--- src/rtl/ilc_pkg.sv ---
package ilc_pkg;
    localparam int WORD_W     = 32;
    localparam int LVL_W      = 4;
    localparam int MASTER_BIT = 31;
    localparam int ERR_LO     = 27;
    localparam int ERR_HI     = 30;
    localparam int TIMER_BIT  = 7;
    localparam int SOFT_BASE  = 16;
    localparam logic [WORD_W-1:0] ERR_BITS =
        ((WORD_W'(1) << (ERR_HI - ERR_LO + 1)) - WORD_W'(1)) << ERR_LO;

    typedef logic [LVL_W-1:0] lvl_t;

    typedef enum logic [3:0] {
        ACC_NONE,
        ACC_GPEND,
        ACC_GMASK,
        ACC_GUNMASK,
        ACC_GMASKSET,
        ACC_GTARGET,
        ACC_CPEND,
        ACC_CCLR,
        ACC_CSET
    } acc_kind_e;

    function automatic lvl_t bus_level(input int k);
        lvl_t r;
        case (k)
            1:       r = 4'd2;
            2:       r = 4'd3;
            3:       r = 4'd5;
            4:       r = 4'd7;
            5:       r = 4'd9;
            6:       r = 4'd11;
            7:       r = 4'd13;
            default: r = 4'd0;
        endcase
        return r;
    endfunction

    function automatic lvl_t global_level(input int b);
        lvl_t r;
        if (b >= ERR_LO && b <= ERR_HI) begin
            r = 4'd15;
        end else begin
            case (b)
                22:      r = 4'd11;
                21:      r = 4'd9;
                20:      r = 4'd8;
                19:      r = 4'd10;
                18:      r = 4'd4;
                17:      r = 4'd13;
                16:      r = 4'd6;
                15:      r = 4'd12;
                14:      r = 4'd12;
                default: begin
                    if (b >= 7 && b <= 13)
                        r = bus_level(b - 6);
                    else if (b >= 0 && b <= 6)
                        r = bus_level(b + 1);
                    else
                        r = 4'd0;
                end
            endcase
        end
        return r;
    endfunction

    function automatic lvl_t local_level(input int b);
        lvl_t r;
        if (b == TIMER_BIT)
            r = 4'd14;
        else if (b > SOFT_BASE)
            r = lvl_t'(b - SOFT_BASE);
        else
            r = 4'd0;
        return r;
    endfunction
endpackage

--- src/rtl/ilc_global_regs.sv ---
module ilc_global_regs
    import ilc_pkg::*;
#(
    parameter int CPU_W = 2
) (
    input  logic              clk,
    input  logic              rst_n,
    input  logic [WORD_W-1:0] src_i,
    input  logic              mask_set_en,
    input  logic              mask_clr_en,
    input  logic              tgt_wr_en,
    input  logic [WORD_W-1:0] wdata,
    output logic [WORD_W-1:0] pend_q,
    output logic [WORD_W-1:0] mask_q,
    output logic [CPU_W-1:0]  tgt_q
);
    always_ff @(posedge clk) begin
        if (!rst_n) begin
            pend_q <= '0;
            mask_q <= '1;
            tgt_q  <= '0;
        end else begin
            pend_q <= src_i;
            if (mask_set_en)
                mask_q <= mask_q | wdata;
            else if (mask_clr_en)
                mask_q <= mask_q & ~wdata;
            if (tgt_wr_en)
                tgt_q <= wdata[CPU_W-1:0];
        end
    end
endmodule

--- src/rtl/ilc_cpu_soft.sv ---
module ilc_cpu_soft
    import ilc_pkg::*;
(
    input  logic                           clk,
    input  logic                           rst_n,
    input  logic                           set_en,
    input  logic                           clr_en,
    input  logic [WORD_W-1:SOFT_BASE+1]    wbits,
    input  logic                           timer_i,
    output logic [WORD_W-1:0]              pend_o
);
    logic [WORD_W-1:SOFT_BASE+1] soft_q;
    logic                        timer_q;

    always_ff @(posedge clk) begin
        if (!rst_n) begin
            soft_q  <= '0;
            timer_q <= 1'b0;
        end else begin
            timer_q <= timer_i;
            if (set_en)
                soft_q <= soft_q | wbits;
            else if (clr_en)
                soft_q <= soft_q & ~wbits;
        end
    end

    always_comb begin
        pend_o                          = '0;
        pend_o[WORD_W-1:SOFT_BASE+1]    = soft_q;
        pend_o[TIMER_BIT]               = timer_q;
    end
endmodule

--- src/rtl/ilc_level_pick.sv ---
module ilc_level_pick
    import ilc_pkg::*;
(
    input  logic              clk,
    input  logic              rst_n,
    input  logic [WORD_W-1:0] glob_i,
    input  logic [WORD_W-1:0] local_i,
    output lvl_t              lvl_q
);
    lvl_t best;

    always_comb begin
        best = '0;
        for (int b = 0; b < WORD_W; b++) begin
            if (glob_i[b] && global_level(b) > best)
                best = global_level(b);
            if (local_i[b] && local_level(b) > best)
                best = local_level(b);
        end
    end

    always_ff @(posedge clk) begin
        if (!rst_n)
            lvl_q <= '0;
        else
            lvl_q <= best;
    end
endmodule

--- src/rtl/irq_level_ctrl.sv ---
module irq_level_ctrl
    import ilc_pkg::*;
#(
    parameter int NUM_CPU = 4,
    parameter int ADDR_W  = $clog2(4 * NUM_CPU + 8)
) (
    input  logic                     clk,
    input  logic                     rst_n,
    input  logic [31:0]              src_i,
    input  logic [NUM_CPU-1:0]       cpu_timer_i,
    input  logic                     bus_wr,
    input  logic [ADDR_W-1:0]        bus_addr,
    input  logic [31:0]              bus_wdata,
    output logic [31:0]              bus_rdata,
    output logic [4*NUM_CPU-1:0]     pil_o
);
    localparam int CPU_W  = (NUM_CPU > 1) ? $clog2(NUM_CPU) : 1;
    localparam int G_BASE = 4 * NUM_CPU;

    acc_kind_e           acc_kind;
    logic [CPU_W-1:0]    acc_cpu;
    logic [WORD_W-1:0]   g_pend;
    logic [WORD_W-1:0]   g_mask;
    logic [CPU_W-1:0]    g_tgt;
    logic [WORD_W-1:0]   g_live;
    logic [WORD_W-1:0]   cpu_pend [NUM_CPU];
    logic [NUM_CPU*WORD_W-1:0] cpu_pend_flat;
    logic [ADDR_W-1:0]   g_off;

    // Address decode: per-CPU words first, global words after them.
    assign g_off = bus_addr - ADDR_W'(G_BASE);

    always_comb begin
        acc_kind = ACC_NONE;
        acc_cpu  = CPU_W'(bus_addr >> 2);
        if (bus_addr < ADDR_W'(G_BASE)) begin
            case (bus_addr[1:0])
                2'd0:    acc_kind = ACC_CPEND;
                2'd1:    acc_kind = ACC_CCLR;
                2'd2:    acc_kind = ACC_CSET;
                default: acc_kind = ACC_NONE;
            endcase
        end else begin
            case (g_off)
                ADDR_W'(0): acc_kind = ACC_GPEND;
                ADDR_W'(1): acc_kind = ACC_GMASK;
                ADDR_W'(2): acc_kind = ACC_GUNMASK;
                ADDR_W'(3): acc_kind = ACC_GMASKSET;
                ADDR_W'(4): acc_kind = ACC_GTARGET;
                default:    acc_kind = ACC_NONE;
            endcase
        end
    end

    ilc_global_regs #(.CPU_W(CPU_W)) u_glob (
        .clk         (clk),
        .rst_n       (rst_n),
        .src_i       (src_i),
        .mask_set_en (bus_wr && acc_kind == ACC_GMASKSET),
        .mask_clr_en (bus_wr && acc_kind == ACC_GUNMASK),
        .tgt_wr_en   (bus_wr && acc_kind == ACC_GTARGET),
        .wdata       (bus_wdata),
        .pend_q      (g_pend),
        .mask_q      (g_mask),
        .tgt_q       (g_tgt)
    );

    // Unmasked global sources, all blocked by the master bit.
    assign g_live = g_mask[MASTER_BIT] ? '0 : (g_pend & ~g_mask);

    for (genvar c = 0; c < NUM_CPU; c++) begin : g_cpu
        logic [WORD_W-1:0] reach;

        ilc_cpu_soft u_soft (
            .clk     (clk),
            .rst_n   (rst_n),
            .set_en  (bus_wr && acc_kind == ACC_CSET && acc_cpu == CPU_W'(c)),
            .clr_en  (bus_wr && acc_kind == ACC_CCLR && acc_cpu == CPU_W'(c)),
            .wbits   (bus_wdata[WORD_W-1:SOFT_BASE+1]),
            .timer_i (cpu_timer_i[c]),
            .pend_o  (cpu_pend[c])
        );

        assign reach = (g_live & ERR_BITS) |
                       ((g_tgt == CPU_W'(c)) ? (g_live & ~ERR_BITS) : '0);

        ilc_level_pick u_pick (
            .clk     (clk),
            .rst_n   (rst_n),
            .glob_i  (reach),
            .local_i (cpu_pend[c]),
            .lvl_q   (pil_o[4*c +: 4])
        );

        assign cpu_pend_flat[WORD_W*c +: WORD_W] = cpu_pend[c];
    end

    always_comb begin
        case (acc_kind)
            ACC_GPEND:   bus_rdata = g_pend;
            ACC_GMASK:   bus_rdata = g_mask;
            ACC_GTARGET: bus_rdata = {{(WORD_W-CPU_W){1'b0}}, g_tgt};
            ACC_CPEND:   bus_rdata = cpu_pend[acc_cpu];
            default:     bus_rdata = '0;
        endcase
    end
endmodule

--- config.mk ---
export PLATFORM = sky130hd
export DESIGN_NAME = irq_level_ctrl
export DESIGN_NICKNAME = d
export VERILOG_FILES = /design/src/rtl/ilc_pkg.sv /design/src/rtl/ilc_global_regs.sv /design/src/rtl/ilc_cpu_soft.sv /design/src/rtl/ilc_level_pick.sv /design/src/rtl/irq_level_ctrl.sv
export SDC_FILE = /design/constraint.sdc
export NUM_CORES = 1
export LEC_CHECK = 0
export BUFFER_PORTS_ARGS = -buffer_cell sky130_fd_sc_hd__buf_4
export CORE_MARGIN = 1.5
export CORE_UTILIZATION = 56
export DETAILED_ROUTE_END_ITERATION = 6
export PLACE_DENSITY_LB_ADDON = 0.12
export SLEW_MARGIN = 15
export SYNTH_ARGS = -nofsm -noshare
export SYNTH_HDL_FRONTEND = slang
export SYNTH_SLANG_ARGS = --single-unit
--- constraint.sdc ---
create_clock -name clk -period 7.6 [get_ports clk]
set_input_delay 1.52 -clock clk [delete_from_list [all_inputs] [get_ports clk]]
set_output_delay 1.52 -clock clk [all_outputs]
set_load 0.02 [all_outputs]
# ---- Word-level counts from Yosys, hierarchy flattened
# Cells that the tools add are included.
dict set report totals {
  regBits 146
  input_bits 76
  out_inout_bits 48
  wordCells 669
}
dict set report op_classes {
  addsub 1
  magnitude_cmp 190
  eq_ne 20
  n_mux 214
  bitwise 19
  n_reduce_logical 210
}
# operator n
set op_table {}
lappend op_table {{2-to-1 mux 4 bit} 189}
lappend op_table {{> comparator 4 bit, first input constant} 104}
lappend op_table {{2-to-1 mux 32 bit} 9}
lappend op_table {{logical AND 1 bit} 201}
lappend op_table {{> comparator 3 x 4 -> 1 bit, first input constant} 40}
lappend op_table {{OR 31 x 32 -> 32 bit} 4}
lappend op_table {{case mux 32 bit (4 select lines)} 1}
lappend op_table {{2-to-1 mux 15 bit} 8}
lappend op_table {{> comparator 1 x 4 -> 1 bit, first input constant} 24}
lappend op_table {{> comparator 2 x 4 -> 1 bit, first input constant} 20}
lappend op_table {{bitwise AND 32 bit} 2}
lappend op_table {{binary-select mux 32 bit (select 2 bit)} 1}
lappend op_table {{inverter 32 bit} 2}
lappend op_table {{bitwise AND 15 bit} 4}
lappend op_table {{OR 15 bit} 4}
lappend op_table {{OR 32 bit} 1}
lappend op_table {{== test 4 x 3 -> 1 bit, second input constant} 4}
lappend op_table {{inverter 15 bit} 1}
lappend op_table {{case mux 3 bit (5 select lines)} 1}
lappend op_table {{case mux 4 bit (3 select lines)} 1}
lappend op_table {{== test 2 bit, second input constant} 5}
lappend op_table {{== test 5 x 2 -> 1 bit, second input constant} 2}
lappend op_table {{nonzero test 2 bit} 5}
lappend op_table {{== test 4 x 2 -> 1 bit, second input constant} 2}
lappend op_table {{other kinds (12)} 19}

# ---- Depth between registers and ports, before layout
dict set report logic_depth {
  word_depth 147
  depth_mapped 17
  depth_no_buf 14
}

# ---- Cells and area by module
# From an unflattened synthesis, not the netlist that was laid out.
dict set report hier_totals {
  hier_cells 1492
  hier_area_um2 11827.6
}
# module instances cells_each area_each_um2 seq_area_each_um2
set by_module_without_submodules {}
lappend by_module_without_submodules {{ilc_level_pick at g_cpu[0].u_pick ...} 3 160 1096.1 80.1}
lappend by_module_without_submodules {ilc_cpu_soft 4 85 789.5 320.3}
lappend by_module_without_submodules {irq_level_ctrl 1 344 2257.2 0.0}
lappend by_module_without_submodules {ilc_global_regs 1 179 2068.2 1321.3}
lappend by_module_without_submodules {{ilc_level_pick at g_cpu[3].u_pick} 1 149 1056.0 80.1}

# ---- Worst setup path before layout
# No wires, ideal clock.
dict set report synth_timing {
  path_type {input to output}
  start {input bus_addr[0]}
  end {output bus_rdata[25]}
  arrival_ns 3.034
  required_ns 6.080
  slack_ns 3.046
  stages 5
  path_buffers 3
  cell_sequence {clkbuf_1 > buf_1 > buf_1 > mux2i_1 > o22ai_1}
}
dict set report synth_between {
  elab_chain_len 6
  elab_cells_between_ends 18
  classes_between {add/sub (1); order compare (1); eq/ne (10); mux (4); reduce/logical (2)}
}
# item line_no
set synth_rtl {}
lappend synth_rtl {{start: declaration} irq_level_ctrl.sv:12} ;# input logic [ADDR_W-1:0] bus_addr,
lappend synth_rtl {{subtractor 5 bit} irq_level_ctrl.sv:31} ;# assign g_off = bus_addr - ADDR_W'(G_BASE);
lappend synth_rtl {{== test 5 x 3 -> 1 bit, or another cell as far along} irq_level_ctrl.sv:44} ;# case (g_off)
lappend synth_rtl {{case mux 3 bit (5 select lines)} irq_level_ctrl.sv:44}
lappend synth_rtl {{2-to-1 mux 4 bit *} irq_level_ctrl.sv:36} ;# if (bus_addr < ADDR_W'(G_BASE)) begin
lappend synth_rtl {{== test 4 x 3 -> 1 bit, or another cell as far along} irq_level_ctrl.sv:99} ;# case (acc_kind)
lappend synth_rtl {{case mux 32 bit (4 select lines) *} irq_level_ctrl.sv:99}
lappend synth_rtl {{end: declaration} irq_level_ctrl.sv:14} ;# output logic [31:0] bus_rdata,
# Every way passes the cells marked *; elsewhere a longest branch is shown, timed or not.

# ---- Worst setup path after layout
dict set report layout_timing {
  start {input bus_addr[2]}
  end {output bus_rdata[1]}
}
dict set report layout_between {
  elab_chain_len 6
  elab_cells_between_ends 18
  classes_between {add/sub (1); order compare (1); eq/ne (8); mux (6); bitwise (1); reduce/logical (1)}
}
# item line_no
set layout_rtl {}
lappend layout_rtl {{subtractor 5 bit} irq_level_ctrl.sv:31}
lappend layout_rtl {{== test 5 x 3 -> 1 bit, or another cell as far along} irq_level_ctrl.sv:44}
lappend layout_rtl {{case mux 3 bit (5 select lines)} irq_level_ctrl.sv:44}
lappend layout_rtl {{2-to-1 mux 4 bit} irq_level_ctrl.sv:36}
lappend layout_rtl {{== test 4 x 3 -> 1 bit, or another cell as far along} irq_level_ctrl.sv:99}
lappend layout_rtl {{case mux 32 bit (4 select lines) *} irq_level_ctrl.sv:99}
# Every way passes the cells marked *; elsewhere a longest branch is shown, timed or not. The select of a mux whose other input is x is not followed.

==> impl_metrics.json <==
{
  "cts_resized": 0,
  "wirelength_um": 36750,
  "area_growth_syn_to_layout_pct": 14.91,
  "cap_violations": 0,
  "slew_headroom_pct": 34.41,
  "ys_async_sr_fraction_pct": 0,
  "skew_ps": 11.68,
  "report.final.slew_viol_count": 0,
  "ys_ff_latch": 146,
  "wl_per_cell_um": 21.59,
  "hold_path_class": "flip-flop to flip-flop",
  "whs_ps": 477.6,
  "layout.nets": 1536,
  "yosys_warnings": 0,
  "hold_violations": 0,
  "cts_made_buffers": 17,
  "worstPathArrival_ps": 3210,
  "fmax_mhz": 211.6,
  "required_ps": 6080,
  "synth.area.mux_share_pct": 6.632,
  "cts-root-buf": "clkbuf_16",
  "grt_max_degree": 75,
  "finalSetupTns_ps": 0,
  "synth_nets": 1473,
  "whs_path_depth": 2,
  "gp_routability_congestion": 0.9836,
  "drive_gt1_share_pct": 15.95,
  "ys_types": 98,
  "crit_start": "bus_addr[2]",
  "rows": 49,
  "start_util_pct": 57.14,
  "io_pins": 124,
  "power_frac_clock_pct": 45.2,
  "die_y_um": 138.4,
  "fp.dieW_um": 138.4,
  "max-vdd-ir-drop_v": 0.0001796,
  "antenna_found_initial": 0,
  "p_seq_share_pct": 43.2,
  "setup.worst_path.start_class": "input port",
  "grt_overflow": 0,
  "switching_share_pct": 28.86,
  "syn_avg_cell_area_um2": 7.347,
  "fin_crit_ps": 4726,
  "hold_buffers": 0,
  "syn_area_um2": 10260,
  "switchingPower_uw": 537.8,
  "finalSetupViolCount": 0,
  "cts.clk_slew.worst_paths_ps": 60,
  "cts_max_path_buffers": 2,
  "comb_power_share_pct": 11.6,
  "drt_iter0_markers": 1729,
  "crit_path_end_kind": "output port",
  "yosys_most_used_dff": "dfxtp_1",
  "antenna_left": 0,
  "synthCells": 1397,
  "rsz0062_at_grt": "no",
  "power_density_nw_per_um2": 158.0,
  "track_usage_pct": 37.54,
  "synthSimpleGateAreaFrac_pct": 33.55,
  "io_buffers": 123,
  "placeableCoreArea_um2": 17960,
  "internal_power_uw": 1325,
  "cts_sinks": 146,
  "htree_levels": 4,
  "crit_type": "input port to output port",
  "drt_first_pass_iters": 6,
  "fin_crit_sh_pct": 62.19,
  "vias_per_cell": 6.684,
  "grt_pass1_vias": 10460,
  "postCtsSetupRepairBufs": 0,
  "grt_first_pass_wirelength_um": 57350,
  "synth_top_family_by_area": "simple AND/OR/NAND/NOR gates",
  "synth-adder-area-share_pct": 0,
  "dieArea_um2": 19150,
  "synth_edf_count": 0,
  "synth_xor_area_share_pct": 0.08533,
  "drcViolationCount": 0,
  "outcome": "completed",
  "worst_skew_pair.late_latency_ps": 430,
  "rr_worst_depth": 12,
  "ys_seq_area_share_pct": 28.48,
  "worst_slew_pin_slew_ps": 981.8,
  "leakage_uw": 0.004491,
  "critPathMaxFanout": 23,
  "vias": 11380,
  "cts_tree": "yes",
  "diodes": 0,
  "synth_compound_area_share_pct": 26.43,
  "hpwlAfterDp_um": 27040
}
-- cell usage in the layout, fill, tap and decap left out, drive strengths merged, types with 39 or more instances in the layout --
master and n:
nand2 217, nor2 185, dfxtp 146, buf 134, nand3 89, o21ai 74
a22oi 63, a21oi 50, and2 48, inv 39
-- Yosys cell counts (all sizes together), types with 6 or more instances --
library cell    n  share of area (%)
a211oi         12                1.0
a21o           16                1.2
a21oi          50                2.5
a22oi          63                4.7
a31oi          23                1.4
a41oi           6               0.59
and2           48                2.9
and3           11               0.67
buf            25                1.4
clkbuf         65                2.4
dfxtp         146                 28
inv            30                1.1
mux2i          32                3.1
mux4           16                3.5
nand2         217                7.9
nand2b         34                2.1
nand3          89                4.4
nand4          15               0.98
nor2          185                6.8
nor2b          13               0.91
nor3           25                1.5
nor3b          13                1.2
nor4           17                1.4
o211ai         19                1.4
o21a           12               0.90
o21ai          74                3.8
o22ai          21                1.3
o31ai          13                1.0
or3             9               0.55
-- final timing paths --
check | endpoint | slack (ps)
setup / recovery | bus_rdata[1] | 2870
hold / removal | flip-flop | 480
hold reg to reg | flip-flop | 480
setup reg to reg | g_cpu[2].u_pick.lvl_q[0] | 2990
-- worst max-delay path, stage by stage --
cell	delay, ps
buf_4	320
nand2b_1	190
nor4b_1	780
nand2_1	100
o21ai_0	110
buf_4	170
-- cell families after synthesis --
logic type      after synthesis
buf+inv                     120
xor+xnor                      1
compound gates              380
flops                       146
simple gates                702
mux                          48
-- layer usage --
layer / track usage, % / part of all wire (%) / vias up
li1: - / - / 5238
met1: 54.63 / 43 / 5349
met5: 0 / 0 / -
met4: 9.917 / 2.0 / 0
met3: 11.88 / 13 / 78
met2: 53.36 / 42 / 711
-- stage by stage --
stage	utilization (%)	area [µm²]	cells	total power (µW)	setup WS, ps
floorplan	-	10260	1397	950.2	3046
CTS	65.46	11760	1700	1861	2553
global placement	62.13	11160	1668	1028	2699
finish	65.65	11790	1702	1863	2874
global route	65.65	11790	1702	1921	2684
detailed placement	62.13	11160	1668	1031	2559
-- power by group through the flow --
| stage | Clock (µW) | Sequential, µW | Combinational [µW] |
|---|---|---|---|
| after floorplan | 0 | 817 | 133 |
| after global placement | 0 | 820 | 209 |
| after detailed placement | 0 | 820 | 211 |
| after CTS | 846 | 803 | 212 |
| after global routing | 882 | 806 | 234 |
| final | 842 | 804 | 217 |
-- cell type report --
class	count	area (µm²)
clock buffers	18	439.2
clock inverters	14	158.9
fillers	1567	6170
inverters	30	112.6
multi-input cells	1131	6847
flip-flops and latches	146	2924
well taps	229	286.5
repair buffers	134	1026
Note: power is estimated with default switching activity, not from simulation.
